`src/rtl/rxq_pkg.sv`:
```
package rxq_pkg;
    typedef enum logic [1:0] {
        S_IDLE  = 2'd0,
        S_STORE = 2'd1,
        S_ACK   = 2'd2,
        S_NACK  = 2'd3
    } rxq_state_e;

    localparam int FIELD_W  = 8;
    localparam int REG_W    = 26;
    localparam int TAIL_LSB = 0;
    localparam int LIM_LSB  = 8;
    localparam int THR_LSB  = 16;
    localparam int IEN_BIT  = 24;
    localparam int SIG_BIT  = 25;
    localparam int HEAD_LSB = 0;
    localparam int OCC_LSB  = 8;
    localparam int ADV_LSB  = 0;
    localparam logic SEL_CTRL = 1'b0;
    localparam logic SEL_HEAD = 1'b1;
endpackage

```
`src/rtl/rxq_regs.sv`:
```
module rxq_regs
    import rxq_pkg::*;
#(
    parameter int SLOTS = 8,
    parameter int CNT_W = 4
) (
    input  logic             clk,
    input  logic             rst_n,
    input  logic             ctrl_we,
    input  logic [REG_W-1:0] wdata,
    input  logic             set_sig,
    output logic [CNT_W-1:0] limit,
    output logic [CNT_W-1:0] thr,
    output logic             irq_en,
    output logic             sig
);
    logic [FIELD_W-1:0] lim_f;
    logic [FIELD_W-1:0] thr_f;
    logic [CNT_W-1:0]   lim_clamped;
    logic [CNT_W-1:0]   thr_clamped;
    logic               unused_tail_bits;

    assign lim_f = wdata[LIM_LSB +: FIELD_W];
    assign thr_f = wdata[THR_LSB +: FIELD_W];
    assign unused_tail_bits = ^wdata[TAIL_LSB +: FIELD_W];

    always_comb begin
        if (lim_f == '0)
            lim_clamped = CNT_W'(1);
        else if (lim_f > FIELD_W'(SLOTS))
            lim_clamped = CNT_W'(SLOTS);
        else
            lim_clamped = lim_f[CNT_W-1:0];
        if (thr_f > FIELD_W'(SLOTS))
            thr_clamped = CNT_W'(SLOTS);
        else
            thr_clamped = thr_f[CNT_W-1:0];
    end

    always_ff @(posedge clk) begin
        if (!rst_n) begin
            limit  <= CNT_W'(SLOTS);
            thr    <= CNT_W'(SLOTS);
            irq_en <= 1'b0;
        end else if (ctrl_we) begin
            limit  <= lim_clamped;
            thr    <= thr_clamped;
            irq_en <= wdata[IEN_BIT];
        end
    end

    always_ff @(posedge clk) begin
        if (!rst_n)
            sig <= 1'b0;
        else if (set_sig)
            sig <= 1'b1;
        else if (ctrl_we && wdata[SIG_BIT])
            sig <= 1'b0;
    end
endmodule

```
`src/rtl/rxq_ptrs.sv`:
```
module rxq_ptrs
    import rxq_pkg::*;
#(
    parameter int PTR_W = 3,
    parameter int CNT_W = 4
) (
    input  logic               clk,
    input  logic               rst_n,
    input  logic               commit,
    input  logic               adv_we,
    input  logic [FIELD_W-1:0] adv_amt,
    input  logic [CNT_W-1:0]   limit,
    output logic [PTR_W-1:0]   head,
    output logic [PTR_W-1:0]   tail,
    output logic [CNT_W-1:0]   count,
    output logic               full
);
    logic [CNT_W-1:0] adv_eff;
    logic [CNT_W:0]   head_sum;
    logic [CNT_W-1:0] tail_inc;
    logic [PTR_W-1:0] head_nx;
    logic [PTR_W-1:0] tail_nx;

    always_comb begin
        if (adv_amt > FIELD_W'(count))
            adv_eff = count;
        else
            adv_eff = adv_amt[CNT_W-1:0];
        head_sum = {1'b0, (CNT_W)'(head)} + {1'b0, adv_eff};
        if (head_sum >= {1'b0, limit})
            head_nx = PTR_W'(head_sum - {1'b0, limit});
        else
            head_nx = PTR_W'(head_sum);
        tail_inc = (CNT_W)'(tail) + CNT_W'(1);
        tail_nx  = (tail_inc >= limit) ? '0 : PTR_W'(tail_inc);
    end

    assign full = (count >= limit);

    always_ff @(posedge clk) begin
        if (!rst_n) begin
            head  <= '0;
            tail  <= '0;
            count <= '0;
        end else if (commit) begin
            tail  <= tail_nx;
            count <= count + CNT_W'(1);
        end else if (adv_we) begin
            head  <= head_nx;
            count <= count - adv_eff;
        end
    end
endmodule

```
`src/rtl/rxq_fsm.sv`:
```
module rxq_fsm
    import rxq_pkg::*;
#(
    parameter int WORDS  = 4,
    parameter int WIDX_W = 2
) (
    input  logic              clk,
    input  logic              rst_n,
    input  logic              net_valid,
    input  logic              full,
    input  logic              hold,
    output logic [WIDX_W-1:0] widx,
    output logic              store_en,
    output logic              commit,
    output logic              ack,
    output logic              nack
);
    rxq_state_e state_q, state_d;
    logic       last;

    assign last = (widx == WIDX_W'(WORDS - 1));

    always_ff @(posedge clk) begin
        if (!rst_n)
            state_q <= S_IDLE;
        else
            state_q <= state_d;
    end

    always_comb begin
        state_d = state_q;
        unique case (state_q)
            S_IDLE: begin
                if (net_valid && !hold)
                    state_d = full ? S_NACK : S_STORE;
            end
            S_STORE: begin
                if (last && !hold)
                    state_d = S_ACK;
            end
            S_ACK:  state_d = S_IDLE;
            S_NACK: state_d = S_IDLE;
            default: state_d = S_IDLE;
        endcase
    end

    always_comb begin
        store_en = 1'b0;
        commit   = 1'b0;
        ack      = 1'b0;
        nack     = 1'b0;
        unique case (state_q)
            S_IDLE: ;
            S_STORE: begin
                store_en = 1'b1;
                commit   = last && !hold;
            end
            S_ACK:  ack  = 1'b1;
            S_NACK: nack = 1'b1;
            default: ;
        endcase
    end

    always_ff @(posedge clk) begin
        if (!rst_n)
            widx <= '0;
        else if (state_q != S_STORE)
            widx <= '0;
        else if (!last)
            widx <= widx + WIDX_W'(1);
    end
endmodule

```
`src/rtl/rxq_ctrl.sv`:
```
module rxq_ctrl
    import rxq_pkg::*;
#(
    parameter int DATA_W = 32,
    parameter int SLOTS  = 8,
    parameter int WORDS  = 4,
    parameter int ADDR_W = $clog2(SLOTS * WORDS)
) (
    input  logic                    clk,
    input  logic                    rst_n,
    input  logic                    net_valid,
    input  logic [WORDS*DATA_W-1:0] net_payload,
    output logic                    net_ack,
    output logic                    net_nack,
    output logic                    mem_we,
    output logic [ADDR_W-1:0]       mem_addr,
    output logic [DATA_W-1:0]       mem_wdata,
    input  logic                    sw_we,
    input  logic                    sw_addr,
    input  logic [REG_W-1:0]        sw_wdata,
    output logic [31:0]             sw_rdata,
    output logic                    irq
);
    localparam int PTR_W  = (SLOTS > 2) ? $clog2(SLOTS) : 1;
    localparam int CNT_W  = $clog2(SLOTS + 1);
    localparam int WIDX_W = (WORDS > 2) ? $clog2(WORDS) : 1;

    logic               ctrl_we;
    logic               head_wr;
    logic               commit;
    logic               store_en;
    logic               full;
    logic               set_sig;
    logic               sig_q;
    logic               ien_q;
    logic [CNT_W-1:0]   lim_val;
    logic [CNT_W-1:0]   thr_val;
    logic [CNT_W-1:0]   occ_cnt;
    logic [PTR_W-1:0]   head_ptr;
    logic [PTR_W-1:0]   tail_ptr;
    logic [WIDX_W-1:0]  widx;
    logic [CNT_W:0]     occ_after;

    assign ctrl_we = sw_we && (sw_addr == SEL_CTRL);
    assign head_wr = sw_we && (sw_addr == SEL_HEAD);

    rxq_fsm #(.WORDS(WORDS), .WIDX_W(WIDX_W)) u_fsm (
        .clk      (clk),
        .rst_n    (rst_n),
        .net_valid(net_valid),
        .full     (full),
        .hold     (head_wr),
        .widx     (widx),
        .store_en (store_en),
        .commit   (commit),
        .ack      (net_ack),
        .nack     (net_nack)
    );

    rxq_ptrs #(.PTR_W(PTR_W), .CNT_W(CNT_W)) u_ptrs (
        .clk    (clk),
        .rst_n  (rst_n),
        .commit (commit),
        .adv_we (head_wr),
        .adv_amt(sw_wdata[ADV_LSB +: FIELD_W]),
        .limit  (lim_val),
        .head   (head_ptr),
        .tail   (tail_ptr),
        .count  (occ_cnt),
        .full   (full)
    );

    assign occ_after = {1'b0, occ_cnt} + (CNT_W+1)'(1);
    assign set_sig   = commit && (thr_val != '0) && (occ_after >= {1'b0, thr_val});

    rxq_regs #(.SLOTS(SLOTS), .CNT_W(CNT_W)) u_regs (
        .clk    (clk),
        .rst_n  (rst_n),
        .ctrl_we(ctrl_we),
        .wdata  (sw_wdata),
        .set_sig(set_sig),
        .limit  (lim_val),
        .thr    (thr_val),
        .irq_en (ien_q),
        .sig    (sig_q)
    );

    assign mem_we    = store_en;
    assign mem_addr  = ADDR_W'(tail_ptr) * ADDR_W'(WORDS) + ADDR_W'(widx);
    assign mem_wdata = net_payload[widx*DATA_W +: DATA_W];
    assign irq       = sig_q & ien_q;

    always_comb begin
        sw_rdata = '0;
        if (sw_addr == SEL_CTRL) begin
            sw_rdata[TAIL_LSB +: FIELD_W] = FIELD_W'(tail_ptr);
            sw_rdata[LIM_LSB  +: FIELD_W] = FIELD_W'(lim_val);
            sw_rdata[THR_LSB  +: FIELD_W] = FIELD_W'(thr_val);
            sw_rdata[IEN_BIT]             = ien_q;
            sw_rdata[SIG_BIT]             = sig_q;
        end else begin
            sw_rdata[HEAD_LSB +: FIELD_W] = FIELD_W'(head_ptr);
            sw_rdata[OCC_LSB  +: FIELD_W] = FIELD_W'(occ_cnt);
        end
    end
endmodule

```
`config.mk`:
```
export PLATFORM = sky130hd
export DESIGN_NAME = rxq_ctrl
export DESIGN_NICKNAME = d
export VERILOG_FILES = /design/src/rtl/rxq_pkg.sv /design/src/rtl/rxq_regs.sv /design/src/rtl/rxq_ptrs.sv /design/src/rtl/rxq_fsm.sv /design/src/rtl/rxq_ctrl.sv
export SDC_FILE = /design/constraint.sdc
export NUM_CORES = 1
export LEC_CHECK = 0
export CORE_MARGIN = 2
export CORE_UTILIZATION = 25
export DETAILED_ROUTE_END_ITERATION = 6
export HOLD_SLACK_MARGIN = 0.03
export PLACE_DENSITY = 0.73
export REMOVE_ABC_BUFFERS = 1
export SETUP_SLACK_MARGIN = 0.4
export SLEW_MARGIN = 20
export SYNTH_ARGS = -nofsm -noshare
export SYNTH_HDL_FRONTEND = slang
export SYNTH_HIERARCHICAL = 1
export SYNTH_SLANG_ARGS = --single-unit
```
`constraint.sdc`:
```
create_clock -name clk -period 4.7 [get_ports clk]
set_input_delay 0.47 -clock clk [delete_from_list [all_inputs] [get_ports clk]]
set_output_delay 0.47 -clock clk [all_outputs]
set_load 0.005 [all_outputs]
```
-- After elaboration in Yosys (flattened, before gate mapping)
Index checks and enable logic that the tools add are counted.
Widths: inputs -> output; s select.
- flip-flop bits (word level): 24
- output and inout bits: 73
- word-level logic and storage cells: 73
- add/sub/neg operators: 8
- magnitude comparators: 7
- eq/ne operators: 7
- shifts and indexed selects: 1
- multiplexer cells: 20
- bitwise gates (word level): 4
- reductions and logical operators: 17
- operator list (cell ; count):
    $shiftx 128x8->32 ; 1
    $mux 4 ; 6
    $gt 8x4->1 const B ; 2
    $mux 12 ; 1
    $ge 5x4->1 ; 2
    $mux 10 ; 1
    $ge 4x4->1 ; 2
    $gt 8x4->1 ; 1
    $logic_not 8->1 ; 1
    $logic_and 1x1->1 ; 7
    $eq 2x2->1 const B ; 3
    $mux 1 ; 6
    $mux 2 ; 3
    $mux 3 ; 2
    $ne 2x1->1 const B ; 3
    $pmux 2 s3 ; 1
    $add 3x4->5 ; 1
    $add 4x1->5 const B ; 1
    $add 5x2->5 ; 1
    $add 3x1->4 const B ; 1
    $add 4x1->4 const B ; 1
    $reduce_and 2->1 ; 2
    $reduce_bool 2->1 ; 2
    $reduce_bool 4->1 ; 1
    9 further kinds ; 12

-- Depth between registers and ports, before layout
- word-level depth: 7
- gate-level depth with buffers: 18

-- By module
Netlist, hierarchy kept.
- modules (own cells, without submodules) (module ; instances ; cells each ; area each (um2) ; sequential area each (um2)):
    rxq_ptrs ; 1 ; 148 ; 1278.7 ; 200.2
    rxq_ctrl ; 1 ; 96 ; 1243.7 ; 0.0
    rxq_regs ; 1 ; 42 ; 399.1 ; 200.2
    rxq_fsm ; 1 ; 22 ; 206.4 ; 80.1

-- Worst setup path before layout
No wires, ideal clock.
- path type: register to register
- start point: register u_ptrs.count[1]
- end point: register u_ptrs.head[0]
- library setup time: 66 ps
- data arrival time: 3625 ps
- required time: 4634 ps
- setup slack: 1009 ps
- stages on the path, launching flop included: 17
- path buffers: 0
- path through: dfxtp_1 -> inv_1 -> ha_1 -> nor2b_1 -> o2111ai_4 -> nand2_2 -> mux2_2 -> ha_1 -> a21o_1 -> a21oi_1 -> xor2_1 -> ha_1 -> a21oi_1 -> o21ai_0 -> nor3b_4 -> mux2_4 -> a21oi_2
- word-level cells in the longest chain between the ends: 5
- elaborated cells on any way between the ends: 6
- classes of those cells: add/sub: 2; order compare: 2; mux: 2
- ends and longest elaborated chain (element ; line ; RTL):
    start: declaration ; rxq_ptrs.sv:15 ; output logic [CNT_W-1:0] count,
    start signal: assignment ; rxq_ptrs.sv:47 ; count <= count + CNT_W'(1);
    start signal: assignment ; rxq_ptrs.sv:50 ; count <= count - adv_eff;
    $gt 8x4->1 ; rxq_ptrs.sv:25 ; if (adv_amt > FIELD_W'(count))
    $mux 4 (*) ; rxq_ptrs.sv:25 ;
    $add 3x4->5 (*) ; rxq_ptrs.sv:29 ; head_sum = {1'b0, (CNT_W)'(head)} + {1'b0, adv_eff};
    $ge 5x4->1 or $sub 3x3->3 (tied branches) ; rxq_ptrs.sv:30, rxq_ptrs.sv:31 ;
    $mux 3 (*) ; rxq_ptrs.sv:30 ; if (head_sum >= {1'b0, limit})
    end signal: assignment ; rxq_ptrs.sv:49 ; head <= head_nx;
    end: declaration ; rxq_ptrs.sv:13 ; output logic [PTR_W-1:0] head,
Every way passes the cells marked *; elsewhere a longest branch is shown, timed or not.
A chain may end at the register's enable or synchronous reset.

-- Worst setup path after layout
- start point: input sw_wdata[1]
- end point: register u_ptrs.head[0]
- word-level cells in the longest chain between the ends: 5
- elaborated cells on any way between the ends: 6
- classes of those cells: add/sub: 2; order compare: 2; mux: 2
- ends and longest elaborated chain (element ; line ; RTL):
    start: declaration ; rxq_ctrl.sv:20 ; input logic [REG_W-1:0] sw_wdata,
    $gt 8x4->1 ; rxq_ptrs.sv:25 ;
    $mux 4 (*) ; rxq_ptrs.sv:25 ;
    $add 3x4->5 (*) ; rxq_ptrs.sv:29 ;
    $ge 5x4->1 or $sub 3x3->3 (tied branches) ; rxq_ptrs.sv:30, rxq_ptrs.sv:31 ;
    $mux 3 (*) ; rxq_ptrs.sv:30 ;
Marks and branches as above.

==> impl_metrics.ini <==
[detailed_routing]
first_iter_violations = 161
drc = 0
routed_wl_um = 12800
via_per_inst = 4.75
wl_per_cell_um = 18.7
drtAntennaViolNets = 0
drtPass1Iterations = 4
detailroute.via_count = 3252

[status]
run_status = completed

[die]
floorplan.rows = 40
ios = 232
die-width_um = 116
initial_utilization_pct = 25.8
die-area_sq_um = 13400
core-area_sq_um = 12100
die_h_um = 116

[yosys]
synth_top_flop_cell = dfxtp_1
synth_top_area_share_pct = 21.6
seq_area_frac_synth_pct = 15.4
cell_area_after_synthesis_sq_um = 3130
synth_cells = 308
ys_ff_latch = 24
ys_types = 57
ys_async_sr_fraction_pct = 0
post_synth_edffs = 0
post_synth_most_frequent_cells = ha_1, mux4_2, dfxtp_1, inv_1, buf_4
synth.top_cells.by_area = mux4_2, dfxtp_1, ha_1, buf_4, nor2b_1
synth.avg_cell_area_sq_um = 10.2
ys.warnings.count = 6
synth_largest_area_cell = mux4_2

[clock_network]
clock_pin_slew_on_the_worst_setup_and_hold_paths_ns = 0.07
cts_made_buffers = 3
h-tree-depth = 1
cts_tree = built
clock_sink_count = 24
worst_skew_pair.late_latency_ns = 0.26
cts-root-buf = clkbuf_16
hold_bufs_inserted_after_cts = 0
cts_buffer_depth = 2

[worst_setup_path]
crit_path_end_kind = flip-flop
critical_path.slowest_cell = clkdlybuf4s50_1
worst_ep_required_time_ns = 4.90
critPathArrivalTime_ns = 4.33
crit_path_cells = clkdlybuf4s50_1 -> ha_1 -> nor2b_2 -> o2111ai_4 -> nand2_4 -> mux2_2 -> ha_1 -> a21o_1 -> a21oi_1 -> xor2_1 -> ha_1 -> a21oi_1 -> o21ai_0 -> nor3b_4 -> mux2_4 -> a21oi_2
startpoint_type = input pin
critical_path.top_delay_family = compound AO/OA/AOI/OAI gates
criticalPathCategory = in2reg
critical_path_buf_inv_count = 1
reg2reg_slack_ns = 0.66
crit_fanout = 7
dominant_cell_type_by_count_on_the_critical_path = ha_1
timing.critical_path.slowest_cell_delay_ns = 0.45

[power]
seq_power_share_pct = 28.3
p_int_uw = 568
power.share.clock_pct = 24.7
switching_share_pct = 26.6
irDropWorstVdd_mv = 0.129
total_leakage_power_nw = 2.10
combPwrFrac_pct = 46.9
power.net_switching_uw = 206
power.total_uw = 774
power.density_nw_per_um2 = 143

[hold_path]
hold_path_class = reg2reg

[global_routing]
antenna_found_initial = 2
globalRouteTotalUtil_pct = 17.4
grt_pass1_wl_um = 18000
grt-ovfl-total = 0
grt_max_degree = 35
via_count_of_the_first_global_routing_pass = 3322

[place]
place_ws_ns = 0.291
place.port_buffers = 212
gp_congestion = 0.907
dp_hpwl_um = 11000
post_dp_cell_area_sq_um = 5310

[timing]
layout_setup_ws_ns = 0.571
rsz0062_at_grt = false
timing.final.hold_violations = 0
timing.final.max_slew_violations = 0
worst_pin_slew_ns = 0.852
timing.final.crit_share_pct = 87.9
fin_worst_skew_ns = 0.0101
tns_ns = 0
fmax_mhz = 242
finalSetupViolations = 0
final_period_minus_worst_setup_slack_ns = 4.13
timing.slew.headroom_pct = 43.0

[layout]
nets = 708
stdcell_area_sq_um = 5420
area_growth_pct = 73.3
n_fill_cell = 1138
postLayoutCoreUtil_pct = 44.8
final_layout_size_suffix_gt1_share_pct = 13.0

[job]
max_cap_viol_count = 0
[per-stage QoR]
step           hold slack (ns)  std cells
6_report                 0.509        685
5_1_grt                  0.529        684
4_1_cts                  0.516        682
3_5_place_dp             0.507        679
3_3_place_gp             0.472        679
2_1_floorplan            0.447        294
[final cells by class]
type / instances / area [sq um] / share of cell area (%)
multi-input combinational: 246 / 2390 / 44.1
inverter: 24 / 90.1 / 1.66
tap: 168 / 210 / 3.88
timing repair buffer: 217 / 2160 / 39.9
clock buffer: 3 / 75.1 / 1.38
antenna: 3 / 7.51 / 0.138
sequential: 24 / 485 / 8.95
[per-layer routing]
metal,vias to the layer above,wire length (um),track usage (%)
met1,1580,4650,19.3
met5,-,0,0
met2,146,6900,33.2
li1,1510,-,-
met3,16,1010,3.45
met4,0,267,5.71
[registers in the layout (all words and copies together), names as in the netlist]
name           cells
u_regs/limit       4
u_ptrs/head        3
u_fsm/widx         2
u_regs/irq_en      1
u_ptrs/count       4
u_ptrs/tail        3
u_regs/sig         1
u_regs/thr         4
u_fsm/state_q      2
[cells by family after synthesis]
logic type / after synthesis / share of synthesized area [%]
fa+ha+maj: 33 / 13.9
flops: 24 / 15.4
mux: 48 / 29.0
other cells: 1 / 0.120
buf+inv: 56 / 11.0
xor+xnor: 11 / 3.08
compound gates: 50 / 11.2
simple gates: 85 / 16.3
[layout by cell type, fill, tap and decap left out, types with 4 or more instances in the layout]
master	instances
mux4_2	30
xor2_1	8
conb_1	19
nor2b_1	14
buf_4	5
nand2b_1	12
mux2i_1	6
a21oi_1	12
inv_1	24
nor2_1	13
ha_1	29
clkdlybuf4s50_1	211
nand3_1	5
dfxtp_2	4
and2_1	5
nand2_1	12
a21o_1	5
dfxtp_1	20
o21ai_0	10
mux2_2	8
[power by group through the flow]
stage	sequential (mW)	clock [mW]	combinational, mW
global placement	0.223	0	0.350
CTS	0.219	0.195	0.361
detailed placement	0.223	0	0.359
finish	0.219	0.191	0.363
global route	0.220	0.201	0.391
floorplan	0.228	0	0.129
[tightest hold or removal path: stages, from the launching register on]
cell	delay (ns)
dfxtp_1	0.33
nand3_1	0.07
o21ai_1	0.06
[timing repair]
| item | in CTS | in global routing |
|---|---|---|
| endpoints found under the setup margin | 0 | 4 |
| buffers inserted | 0 | 0 |
| gates resized for setup | 0 | 6 |
[worst paths after layout]
| path | start | endpoint | cells after the start |
|---|---|---|---|
| worst max-delay path | sw_wdata[1] | u_ptrs/head[0] | 16 |
| worst min-delay path | u_regs/limit[1] | u_regs/limit[1] | 2 |
| worst max register to register | u_ptrs/count[3] | u_ptrs/head[0] | 16 |
| worst min register to register | u_regs/limit[1] | u_regs/limit[1] | 2 |
Power figures use the tool's default switching activity.
